## config.mk

```make
export PLATFORM = sky130hd
export DESIGN_NAME = regbank_i2c_target
export DESIGN_NICKNAME = d
export VERILOG_FILES = /design/src/rtl/regbank_i2c_target.sv
export SDC_FILE = /design/constraint.sdc
export NUM_CORES = 1
export LEC_CHECK = 0
export BUFFER_PORTS_ARGS = -buffer_cell sky130_fd_sc_hd__buf_4
export CAP_MARGIN = 15
export CORE_ASPECT_RATIO = 1.5
export CORE_MARGIN = 3
export CORE_UTILIZATION = 51
export CTS_CLUSTER_SIZE = 16
export DETAILED_ROUTE_END_ITERATION = 10
export GPL_TIMING_DRIVEN = 0
export PLACE_DENSITY = 0.8
export SYNTH_ARGS = -nofsm -noshare
export SYNTH_HDL_FRONTEND = slang
export SYNTH_SLANG_ARGS = --single-unit
```

## constraint.sdc

```tcl
create_clock -name clk -period 2.14 [get_ports clk]
set_input_delay 0.107 -clock clk [delete_from_list [all_inputs] [get_ports clk]]
set_output_delay 0.107 -clock clk [all_outputs]
set_load 0.01 [all_outputs]
```

## src/rtl/regbank_i2c_target.sv

```systemverilog
module regbank_i2c_target #(
  parameter logic [6:0] DEV_ID   = 7'h44,
  parameter logic [7:0] ID_BYTE  = 8'h2E,
  parameter logic [3:0] LAST_REG = 4'hA
) (
  input  logic        clk,
  input  logic        rst_n,
  input  logic        scl_i,
  input  logic        sda_i,
  output logic        sda_oe,
  input  logic [7:0]  prox_result,
  input  logic [11:0] light_result,
  input  logic [1:0]  flag_set,
  output logic        wr_stb,
  output logic [3:0]  wr_addr,
  output logic [7:0]  wr_data,
  output logic [55:0] cfg_flat
);

  typedef enum logic [3:0] {
    S_IDLE, S_ADDR, S_AACK, S_REG, S_PACK, S_WDAT, S_WACK, S_RDAT, S_MACK
  } st_t;

  st_t        st;
  logic [2:0] scl_q, sda_q;
  logic [3:0] cnt, ptr;
  logic [7:0] sr, tx, rd_val, reg2_nxt;
  logic       rw, more;
  logic [7:0] bank [1:7];

  wire scl_s = scl_q[1];
  wire sda_s = sda_q[1];
  wire scl_rise = scl_s & ~scl_q[2];
  wire scl_fall = ~scl_s & scl_q[2];
  wire start_c  = scl_s & scl_q[2] & sda_q[2] & ~sda_s;
  wire stop_c   = scl_s & scl_q[2] & ~sda_q[2] & sda_s;
  wire [3:0] nxt = (ptr >= LAST_REG) ? 4'd0 : ptr + 4'd1;

  always_ff @(posedge clk or negedge rst_n)
    if (!rst_n) begin
      scl_q <= 3'b111;
      sda_q <= 3'b111;
    end else begin
      scl_q <= {scl_q[1:0], scl_i};
      sda_q <= {sda_q[1:0], sda_i};
    end

  always_comb
    case (ptr)
      4'd0:    rd_val = ID_BYTE;
      4'd1:    rd_val = bank[1];
      4'd2:    rd_val = bank[2];
      4'd3:    rd_val = bank[3];
      4'd4:    rd_val = bank[4];
      4'd5:    rd_val = bank[5];
      4'd6:    rd_val = bank[6];
      4'd7:    rd_val = bank[7];
      4'd8:    rd_val = prox_result;
      4'd9:    rd_val = light_result[7:0];
      4'd10:   rd_val = {4'h0, light_result[11:8]};
      default: rd_val = 8'h00;
    endcase

  always_ff @(posedge clk or negedge rst_n)
    if (!rst_n) begin
      st <= S_IDLE; cnt <= '0; ptr <= '0; sr <= '0; tx <= '0;
      rw <= 1'b0; more <= 1'b0; sda_oe <= 1'b0;
      wr_stb <= 1'b0; wr_addr <= '0; wr_data <= '0;
    end else begin
      wr_stb <= 1'b0;
      if (start_c) begin
        st <= S_ADDR; cnt <= '0; sda_oe <= 1'b0;
      end else if (stop_c) begin
        st <= S_IDLE; sda_oe <= 1'b0;
      end else begin
        case (st)
          S_ADDR, S_REG, S_WDAT:
            if (scl_rise) begin
              sr  <= {sr[6:0], sda_s};
              cnt <= cnt + 4'd1;
            end else if (scl_fall && cnt == 4'd8) begin
              if (st == S_ADDR) begin
                if (sr[7:1] == DEV_ID) begin
                  rw <= sr[0]; sda_oe <= 1'b1; st <= S_AACK;
                end else st <= S_IDLE;
              end else if (st == S_REG) begin
                ptr <= sr[3:0]; sda_oe <= 1'b1; st <= S_PACK;
              end else begin
                wr_stb <= 1'b1; wr_addr <= ptr; wr_data <= sr;
                ptr <= nxt; sda_oe <= 1'b1; st <= S_WACK;
              end
            end
          S_AACK, S_PACK, S_WACK:
            if (scl_fall) begin
              cnt <= '0;
              if (st == S_AACK && rw) begin
                tx <= rd_val; ptr <= nxt; sda_oe <= ~rd_val[7]; st <= S_RDAT;
              end else begin
                sda_oe <= 1'b0;
                st <= (st == S_AACK) ? S_REG : S_WDAT;
              end
            end
          S_RDAT:
            if (scl_fall) begin
              if (cnt == 4'd7) begin
                sda_oe <= 1'b0; st <= S_MACK;
              end else begin
                tx <= {tx[6:0], 1'b0}; sda_oe <= ~tx[6]; cnt <= cnt + 4'd1;
              end
            end
          S_MACK:
            if (scl_rise) more <= ~sda_s;
            else if (scl_fall) begin
              if (more) begin
                tx <= rd_val; ptr <= nxt; sda_oe <= ~rd_val[7];
                cnt <= '0; st <= S_RDAT;
              end else st <= S_IDLE;
            end
          default: ;
        endcase
      end
    end

  always_comb begin
    reg2_nxt = bank[2];
    if (wr_stb && wr_addr == 4'd2)
      reg2_nxt = {bank[2][7] & wr_data[7], wr_data[6:5], 1'b0,
                  bank[2][3] & wr_data[3], wr_data[2:0]};
    reg2_nxt[7] = reg2_nxt[7] | flag_set[1];
    reg2_nxt[3] = reg2_nxt[3] | flag_set[0];
  end

  always_ff @(posedge clk or negedge rst_n)
    if (!rst_n) begin
      bank[1] <= 8'h00; bank[2] <= 8'h00; bank[3] <= 8'h00; bank[4] <= 8'hFF;
      bank[5] <= 8'h00; bank[6] <= 8'hF0; bank[7] <= 8'hFF;
    end else begin
      bank[2] <= reg2_nxt;
      for (int k = 1; k <= 7; k++)
        if (k != 2 && wr_stb && wr_addr == 4'(k)) bank[k] <= wr_data;
    end

  genvar g;
  for (g = 1; g <= 7; g++) begin : g_flat
    assign cfg_flat[8*g-1 -: 8] = bank[g];
  end

  a_r9_idle_released: assert property (@(posedge clk) disable iff (!rst_n)
    (st == S_IDLE) |-> !sda_oe);
  a_r9_drive_moves_scl_low: assert property (@(posedge clk) disable iff (!rst_n)
    ($rose(sda_oe) || $fell(sda_oe)) |-> !scl_s);
  a_r2_strobe_single: assert property (@(posedge clk) disable iff (!rst_n)
    wr_stb |=> !wr_stb);
  a_r8_bank_quiet: assert property (@(posedge clk) disable iff (!rst_n)
    (!wr_stb && flag_set == 2'b00) |=> $stable(cfg_flat));
  a_r8_stop_to_idle: assert property (@(posedge clk) disable iff (!rst_n)
    (stop_c && !start_c) |=> (st == S_IDLE));
  a_r7_reserved_zero: assert property (@(posedge clk) disable iff (!rst_n)
    (wr_stb && wr_addr == 4'd2) |=> !cfg_flat[12]);

endmodule

```

## Word level (Yosys, flattened, before mapping)

Cells that the tools add are included.

| word-level totals | value |
|---|---|
| register bits after elaboration | 104 |
| input bits | 26 |
| output and inout port bits | 70 |
| word-level logic and storage cells | 194 |

| cells by class | value |
|---|---|
| add/subtract/negate cells | 2 |
| $lt $le $gt $ge | 1 |
| eq/ne operators | 55 |
| mux-type cells | 68 |
| bitwise gates (word level) | 22 |
| reductions and logical operators | 25 |

Operator list:

| kind | count |
|---|---|
| $mux 4 | 29 |
| $pmux 8 s11 | 1 |
| $eq 4x3->1 const B | 13 |
| $mux 7 | 7 |
| $ne 4x4->1 const B | 8 |
| $pmux 4 s4 | 2 |
| $eq 4x2->1 const B | 6 |
| $ne 2x2->1 const B | 11 |
| $ne 3x3->1 const B | 7 |
| $pmux 7 s3 | 1 |
| $eq 4x4->1 const B | 5 |
| $mux 1 | 20 |
| $reduce_and 9->1 | 2 |
| $reduce_and 7->1 | 2 |
| $eq 4x1->1 const B | 3 |
| $pmux 4 s3 | 1 |
| $not 1->1 | 11 |
| $reduce_and 11->1 | 1 |
| $reduce_and 10->1 | 1 |
| $and 1x1->1 | 9 |
| $logic_and 1x1->1 | 9 |
| $mux 3 | 3 |
| $add 4x1->4 const B | 2 |
| $mux 8 | 1 |
| other kinds (13) | 18 |

## Longest topological paths before layout

Gate-level depths: netlist of the first run.

| depth | value |
|---|---|
| word-level depth | 9 |
| gate-level depth with buffers | 9 |
| mapped depth without buffers | 7 |

## Worst setup path before layout of the first run

No wires, ideal clock.

| timing | value |
|---|---|
| path kind | reg-to-reg |
| start | register cnt[0] |
| end | register wr_data[6] |
| library setup time | 0.125 ns |
| arrival | 1.960 ns |
| required time | 2.015 ns |
| setup slack | 0.055 ns |
| cell stages (with the launch flop) | 9 |
| path buffers | 2 |
| clock period less this slack | 2.085 ns |
| cells stage by stage | dfrtp_1 inv_1 ha_1 nand4bb_1 or2_1 or4_4 buf_6 buf_6 mux2_4 |

| on the way | value |
|---|---|
| cells in the longest elaborated chain, start to end | 3 |

Ends and longest elaborated chain:

| what | RTL line | text |
|---|---|---|
| start, declared | 26 | `logic [3:0] cnt, ptr;` |
| start signal, assigned | 80 | `cnt <= cnt + 4'd1;` |
| start signal, assigned | 108 | `tx <= {tx[6:0], 1'b0}; sda_oe <= ~tx[6]; cnt <= cnt + 4'd1;` |
| $eq 4x4->1 | 81 | `end else if (scl_fall && cnt == 4'd8) begin` |
| $logic_and 1x1->1 | 81 |  |
| $reduce_and 7->1 (no line) | - |  |
| end signal, assigned | 68 | `wr_stb <= 1'b0; wr_addr <= '0; wr_data <= '0;` |
| end signal, assigned | 89 | `wr_stb <= 1'b1; wr_addr <= ptr; wr_data <= sr;` |
| end, declared | 16 | `output logic [7:0] wr_data,` |

No other way between the ends.
A chain may end at the register's enable or synchronous reset.

## Final worst setup path of the first run

| timing | value |
|---|---|
| start | register ptr[0] |
| end | register tx[6] |

| on the way | value |
|---|---|
| cells in the longest elaborated chain, start to end | 6 |
| elaborated cells between the ends (all ways) | 18 |
| classes of those cells | eq/ne: 10; mux: 7; reduce/logical: 1 |

Ends and longest elaborated chain:

| what | RTL line | text |
|---|---|---|
| start, declared | 26 |  |
| start signal, assigned | 115 | `tx <= rd_val; ptr <= nxt; sda_oe <= ~rd_val[7];` |
| $eq 4x4->1 (tied with other cells) | 49 | `case (ptr)` |
| $pmux 8 s11 * | 49 |  |
| $mux 7 | 114 | `if (more) begin` |
| $mux 7 | 113 | `else if (scl_fall) begin` |
| $mux 7 | 112 | `if (scl_rise) more <= ~sda_s;` |
| $pmux 7 s3 * | 76 | `case (st)` |
| end signal, assigned | 108 |  |
| end signal, assigned | 115 |  |
| end, declared | 27 | `logic [7:0] sr, tx, rd_val, reg2_nxt;` |

Mark *: on every way between the ends. The rest lies on a longest branch, timed or not. The select of a mux whose other input is x is not followed.

==> impl_metrics.json, run 1 <==
{
  "run_status": "finished with violations",
  "failing_checks": "setup timing",
  "floorplan.initialDensity": 0.5292,
  "grt_antenna_before_repair": 0,
  "final-setup-viol-count": 1,
  "final_common_cell": "sky130_fd_sc_hd__buf_4",
  "vias": 4716,
  "rows": 45,
  "crit_path_max_incr_delay_ps": 490,
  "avg_inst_size_synth_um2": 11.13,
  "drcViolationCount": 0,
  "hpwl_um": 11610,
  "flow.area_growth_from_synthesis_pct": 29.21,
  "post_dp_cell_area_mm2": 0.006362,
  "worst_pin_slew_ps": 993.4,
  "core-area_mm2": 0.01030,
  "period_needed_ps": 2183,
  "layout.cell_area.non_filler_mm2": 0.007046,
  "synth-warning-count": 0,
  "die_x_um": 90.43,
  "final_cell_mix": "sky130_fd_sc_hd__buf_4, sky130_fd_sc_hd__dfrtp_1, sky130_fd_sc_hd__mux2_2",
  "finished_core_util": 0.6838,
  "synthSimpleGateAreaFrac": 0.1292,
  "power_leakage_nw": 3.198,
  "timing.critical_path.cells": "buf_4, ha_4, a222oi_1, o21ai_1, a221oi_1, o21ai_1, mux2_4",
  "maxSlewHeadroom": 0.3353,
  "synth-adder-area-share": 0.01377,
  "synth_compound_gate_area_share": 0.1650,
  "worst_skew_pair_latency_ps": 350,
  "postSynth.topFlopCell": "sky130_fd_sc_hd__dfrtp_1",
  "placement.io_buffers": 94,
  "async_flop_share": 1.000,
  "cts_buffer_depth": 2,
  "data_arrival_critical_path_ps": 2410,
  "synthXorXnorAreaFrac": 0.003212,
  "gp_congestion": 0.9243,
  "synth-seq-cells": 104,
  "unrepaired_setup_endpoints_after_global_routing": "true",
  "cts_tree": "done",
  "ioPinCount": 96,
  "route.final.wire_length_um": 16340,
  "report.final.slew_viol_count": 0,
  "finalClockSkew_ps": 10.19,
  "met2RoutedLength_um": 8549,
  "maxCapViolCount": 0,
  "drt_first_iter_violations": 257,
  "num_clock_sinks": 104,
  "total_clock_buffers_created_by_cts": 9,
  "power-per-cell-area_mw_per_mm2": 1102,
  "worstSetupStartpointType": "flop",
  "fmax_mhz": 458.1,
  "critical_path_s_most_frequent_cell": "sky130_fd_sc_hd__o21ai_1",
  "crit_type": "flop to flop",
  "synth_seq_area_share": 0.4832,
  "largest_family_of_logic_cells_by_synthesized_area": "multiplexers",
  "worst_setup_hold_path_clk_slew_ps": 80,
  "finalHoldViolations": 0,
  "cp_top_family": "compound AO/OA/AOI/OAI gates",
  "timing.critical_path.to_type": "flop",
  "design.final.nets": 646,
  "peakVddDrop_mv": 0.6384,
  "global_route.usage.total": 0.2678,
  "number_of_flops_mapped_to_enable_cells_by_yosys": 0,
  "cp_data_required_time_ps": 2370,
  "fp.dieArea_mm2": 0.01199,
  "worst-path-buf-inv": 1,
  "root_buffer": "sky130_fd_sc_hd__clkbuf_16",
  "detail_route.vias_per_cell": 6.205,
  "post_synth_mux_area_share": 0.1691,
  "detailroute.wirelength.met3_um": 1008,
  "cell_count_after_placement": 726,
  "wl_met1_um": 5816,
  "gate_count_after_technology_mapping": 490,
  "layout.cells.non_filler": 760,
  "worst_slack_ps": -42.84,
  "number_of_diodes": 0,
  "post_synth_instance_area_mm2": 0.005453,
  "cp_slowest_cell": "sky130_fd_sc_hd__a222oi_1",
  "ant_nets": 0,
  "post_route_worst_hold_slack_ps": 290.9,
  "grt_max_degree": 67,
  "cts-htree-levels": 3,
  "syn-num-nets": 522,
  "timing.critical_path.fanout_max": 6,
  "first_pass_grt_wire_length_um": 25210,
  "top_layer": "met4",
  "vertical_die_dimension_um": 132.6,
  "drt_pre_antenna_iters": 4,
  "fin_setup_tns_ps": -42.84,
  "synth_cell_types": 69,
  "post-route-period-util": 1.020,
  "min-delay-path-class": "input port to asynchronous set/reset pin",
  "drive_gt1_frac": 0.4669,
  "grt-ovfl-total": 0,
  "first_global_vias": 4853,
  "wl_per_cell_um": 21.49
}
registers in the layout, indices dropped and copies added (netlist names), 3 cells and up:
name      flops
tx            7
cnt           4
ptr           4
wr_data       8
scl_q         3
sr            8
sda_q         3
cfg_flat     55
wr_addr       4
st            4
cell families after synthesis:
family / Yosys count
AO/OA/AOI/OAI: 130
XOR/XNOR: 2
adder cells (fa/ha/maj): 6
buffers and inverters: 44
flip-flops: 104
multiplexers: 82
other: 1
AND/OR/NAND/NOR: 121
metrics by stage:
stage          setup WS [ps]  total power [mW]
2_1_floorplan          55.07             4.556
3_3_place_gp          -353.9             5.408
3_5_place_dp          -449.4             5.465
4_1_cts               -9.394             7.388
5_1_grt               -42.91             8.166
6_report              -42.84             7.767
path summary, 6_finish.rpt:
| check | from | end | slack (ps) | depth (start not counted) |
|---|---|---|---|---|
| min reg2reg | sda_q[0] | sda_q[1] | 360 | 0 |
| min | rst_n | cfg_flat[15] | 290 | 2 |
| max | ptr[0] | tx[6] | -40 | 7 |
| max in group asynchronous | rst_n | sda_q[2] | 1100 | 3 |
| min in group clk | sda_q[0] | sda_q[1] | 360 | 0 |
| max reg2reg | ptr[0] | tx[6] | -40 | 7 |
Yosys cell counts (all sizes together), types with 3 or more instances:
cell type,number,share of area
o211ai,4,0.0064
a32o,3,0.0055
inv,14,0.0096
a22oi,17,0.023
nand2,26,0.018
a31oi,4,0.0046
nor3b,6,0.010
a22o,9,0.014
nor2,20,0.015
dfrtp,78,0.36
mux2,78,0.16
a21oi,20,0.018
nand2b,11,0.013
dfstp,26,0.13
and3,4,0.0046
or2,4,0.0046
buf,13,0.014
nor2b,7,0.0080
o21ai,33,0.031
ha,6,0.014
clkbuf,17,0.012
nand3,12,0.011
mux2i,4,0.0073
nor3,8,0.0073
o22ai,7,0.0080
nand3b,5,0.0069
a211oi,6,0.0083
layer usage:
metal  vias up  global-route usage
met2       224              0.4794
li1       2069                   -
met4         0              0.1610
met5         -                   0
met3        73             0.04892
met1      2350              0.2922
cell type report:
type	instances	area, µm²
repair buffers	116	935.9
clock inverters	6	53.80
clock buffers	10	229.0
inverters	14	52.55
flip-flops and latches	104	2636
plain buffers	27	181.4
well taps	141	176.4
fillers	764	3258
multi-input cells	342	2780
power breakdown:
part	leakage, nW	switching, mW	total, mW	internal [mW]
sequential	1.31	0.272	2.50	2.23
clock	0.129	0.774	1.59	0.811
combinational	1.75	2.06	3.68	1.62
total	3.20	3.11	7.77	4.66
repair_timing:
action | CTS | global route
hold buffers | 5 | 0
setup endpoints to repair | 26 | 36
buffers inserted | 12 | 4
gates resized for setup | 32 | 52
pin swaps | 8 | 9
gates cloned | 0 | 0
hold endpoints to repair | 28 | 0
Note: power is estimated with default switching activity, not from simulation.
==> run 2: changes to the inputs <==
--- a/config.mk
+++ b/config.mk
@@ -7,12 +7,13 @@
 export LEC_CHECK = 0
 export BUFFER_PORTS_ARGS = -buffer_cell sky130_fd_sc_hd__buf_4
 export CAP_MARGIN = 15
-export CORE_ASPECT_RATIO = 1.5
+export CORE_ASPECT_RATIO = 0.5
 export CORE_MARGIN = 3
 export CORE_UTILIZATION = 51
 export CTS_CLUSTER_SIZE = 16
 export DETAILED_ROUTE_END_ITERATION = 10
 export GPL_TIMING_DRIVEN = 0
+export HOLD_SLACK_MARGIN = 0.15
 export PLACE_DENSITY = 0.8
 export SYNTH_ARGS = -nofsm -noshare
 export SYNTH_HDL_FRONTEND = slang
==> run 2 against run 1 <==
Net effect: the run now ends clean; clock skew increased by 2.2 ps; power increased by 3.0%; largest power group unchanged; combinational power increased by 1%; first-iteration DRC count increased by 71%; global-route usage increased by 0.26 points; setup slack improved by 60 ps; critical endpoint is now tx[4]; critical path depth unchanged; sequential share of layout area decreased by 0.37 points; cell count increased by 0.26%; utilization increased by 3.4 points; maximum frequency increased by 2.8%; count of clock-buffer cells in the layout decreased by 1.
==> impl_metrics.json, run 2 (same netlist as run 1, synthesis figures left out) <==
{
  "layout.cells.non_filler": 762,
  "flow.area_growth_from_synthesis_pct": 30.50,
  "num_clock_sinks": 104,
  "final-setup-viol-count": 0,
  "cts-htree-levels": 3,
  "run_status": "finished, final reports clean",
  "r2r.worst_path.cells": 7,
  "hpwl_um": 11030,
  "final_common_cell": "sky130_fd_sc_hd__buf_4",
  "data_arrival_critical_path_ps": 2370,
  "design.final.nets": 654,
  "grt-ovfl-total": 0,
  "finalClockSkew_ps": 12.38,
  "vertical_die_dimension_um": 79.12,
  "grt_max_degree": 56,
  "rrSetupSlack_ps": 20,
  "cell_count_after_placement": 720,
  "critPathLaunch": "st[0]",
  "place_ws_ps": -453.2,
  "power-per-cell-area_mw_per_mm2": 1124,
  "finalHoldViolations": 0,
  "maxCapViolCount": 0,
  "rr_startpoint": "st[0]",
  "worstSetupStartpointType": "flop",
  "peakVddDrop_mv": 0.4875,
  "report.final.slew_viol_count": 0,
  "drt_pre_antenna_iters": 6,
  "drcViolationCount": 0,
  "number_of_diodes": 0,
  "global_route.usage.total": 0.2704,
  "gp_congestion": 0.9193,
  "placement.io_buffers": 94,
  "period_needed_ps": 2122,
  "power_leakage_nw": 3.271,
  "floorplan.initialDensity": 0.5499,
  "timing.critical_path.fanout_max": 10,
  "post-route-period-util": 0.9918,
  "route.final.wire_length_um": 16170,
  "critical_path_destination": "tx[4]",
  "ioPinCount": 96,
  "drive_gt1_frac": 0.4785,
  "first_pass_grt_wire_length_um": 25520,
  "rows": 25,
  "finished_core_util": 0.7176,
  "rr_endpoint": "tx[4]",
  "largest_reg_flops": 55,
  "die_x_um": 152.2,
  "worst_skew_pair_latency_ps": 360,
  "total_clock_buffers_created_by_cts": 9,
  "fmax_mhz": 471.2,
  "final_cell_mix": "sky130_fd_sc_hd__buf_4, sky130_fd_sc_hd__dfrtp_1, sky130_fd_sc_hd__mux2_2",
  "crit_type": "flop to flop",
  "fin_setup_tns_ps": 0,
  "first_global_vias": 4664,
  "fill_cell_instance_count_of_the_final_layout": 710,
  "timing.critical_path.to_type": "flop",
  "fp.dieArea_mm2": 0.01204,
  "unrepaired_setup_endpoints_after_global_routing": "true",
  "cts_tree": "done",
  "root_buffer": "sky130_fd_sc_hd__clkbuf_16",
  "worst_pin_slew_ps": 1180,
  "worst_slack_ps": 17.57,
  "ant_nets": 0,
  "cts_buffer_depth": 2,
  "vias": 4729,
  "drt_first_iter_violations": 439,
  "maxSlewHeadroom": 0.2107,
  "core-area_mm2": 0.009916,
  "worst_setup_hold_path_clk_slew_ps": 80,
  "grt_antenna_before_repair": 0,
  "detail_route.vias_per_cell": 6.206,
  "cp_data_required_time_ps": 2390,
  "min-delay-path-class": "input port to asynchronous set/reset pin",
  "wl_per_cell_um": 21.22
}
-- run 2: cell count changes in the layout (fill, tap and decap cells not counted), sizes merged --
cell      delta
buf          +3
clkinvlp     -3
inv          +1
clkbuf       +4
bufinv       +1
clkinv       +2
-- run 2: layout make-up --
type                       instances  area [µm²]  share of cell area
inverter                          14       52.55            0.007385
tap                              135       168.9             0.02374
multi-input combinational        342        2761              0.3881
clock inverter                     7       97.59             0.01372
clock buffer                       9       225.2             0.03165
sequential                       104        2636              0.3705
timing repair buffer             123       997.2              0.1401
buffer                            28       176.4             0.02479
-- run 2: timing repair --
action | in CTS | in global routing
hold buffers | 5 | 0
endpoints found under the setup margin | 28 | 30
resized for setup | 26 | 45
endpoints found under the hold margin | 43 | 0
cloned | 0 | 0
pin swaps | 7 | 8
buffers inserted | 12 | 11
-- run 2: worst min-delay path by stage --
stage	endpoint	cells past startpoint	slack, ps	from
floorplan	cfg_flat[0]	0	-190	rst_n
global placement	sda_q[0]	1	220	sda_i
detailed placement	more	1	210	rst_n
CTS	sda_q[1]	0	360	sda_q[0]
global route	sda_q[1]	0	360	sda_q[0]
finish	more	2	340	rst_n
-- run 2: where the power goes --
group	switching (mW)	leakage [nW]	internal, mW
combinational	2.08	1.80	1.65
sequential	0.275	1.31	2.23
clock	0.830	0.157	0.945
-- run 2: metal layers --
layer	global-route usage	vias to the layer above	routed length (µm)
met2	0.4301	215	7469
met1	0.3722	2380	7090
met5	0	-	0
met3	0.05879	35	1220
met4	0.09238	0	387
li1	-	2099	-
-- run 2: per-stage QoR --
step / power [mW] / instance area (µm²) / hold WS, ps
final: 7.998 / 7116 / 335.8
after global routing: 8.407 / 7116 / 362.0
after CTS: 7.540 / 6920 / 361.7
after detailed placement: 5.457 / 6355 / 208.6
after global placement: 5.411 / 6327 / 217.1
after floorplan: 4.556 / 5453 / -188.6
-- run 2: worst max-delay path, cell delays in order, from the launching register on --
cell                      delay, ps
sky130_fd_sc_hd__dfrtp_1        410
sky130_fd_sc_hd__buf_4          180
sky130_fd_sc_hd__or4b_4         590
sky130_fd_sc_hd__o21ai_4        120
sky130_fd_sc_hd__o21ai_2        120
sky130_fd_sc_hd__nor2_4         110
sky130_fd_sc_hd__buf_12         140
sky130_fd_sc_hd__mux2_2         340
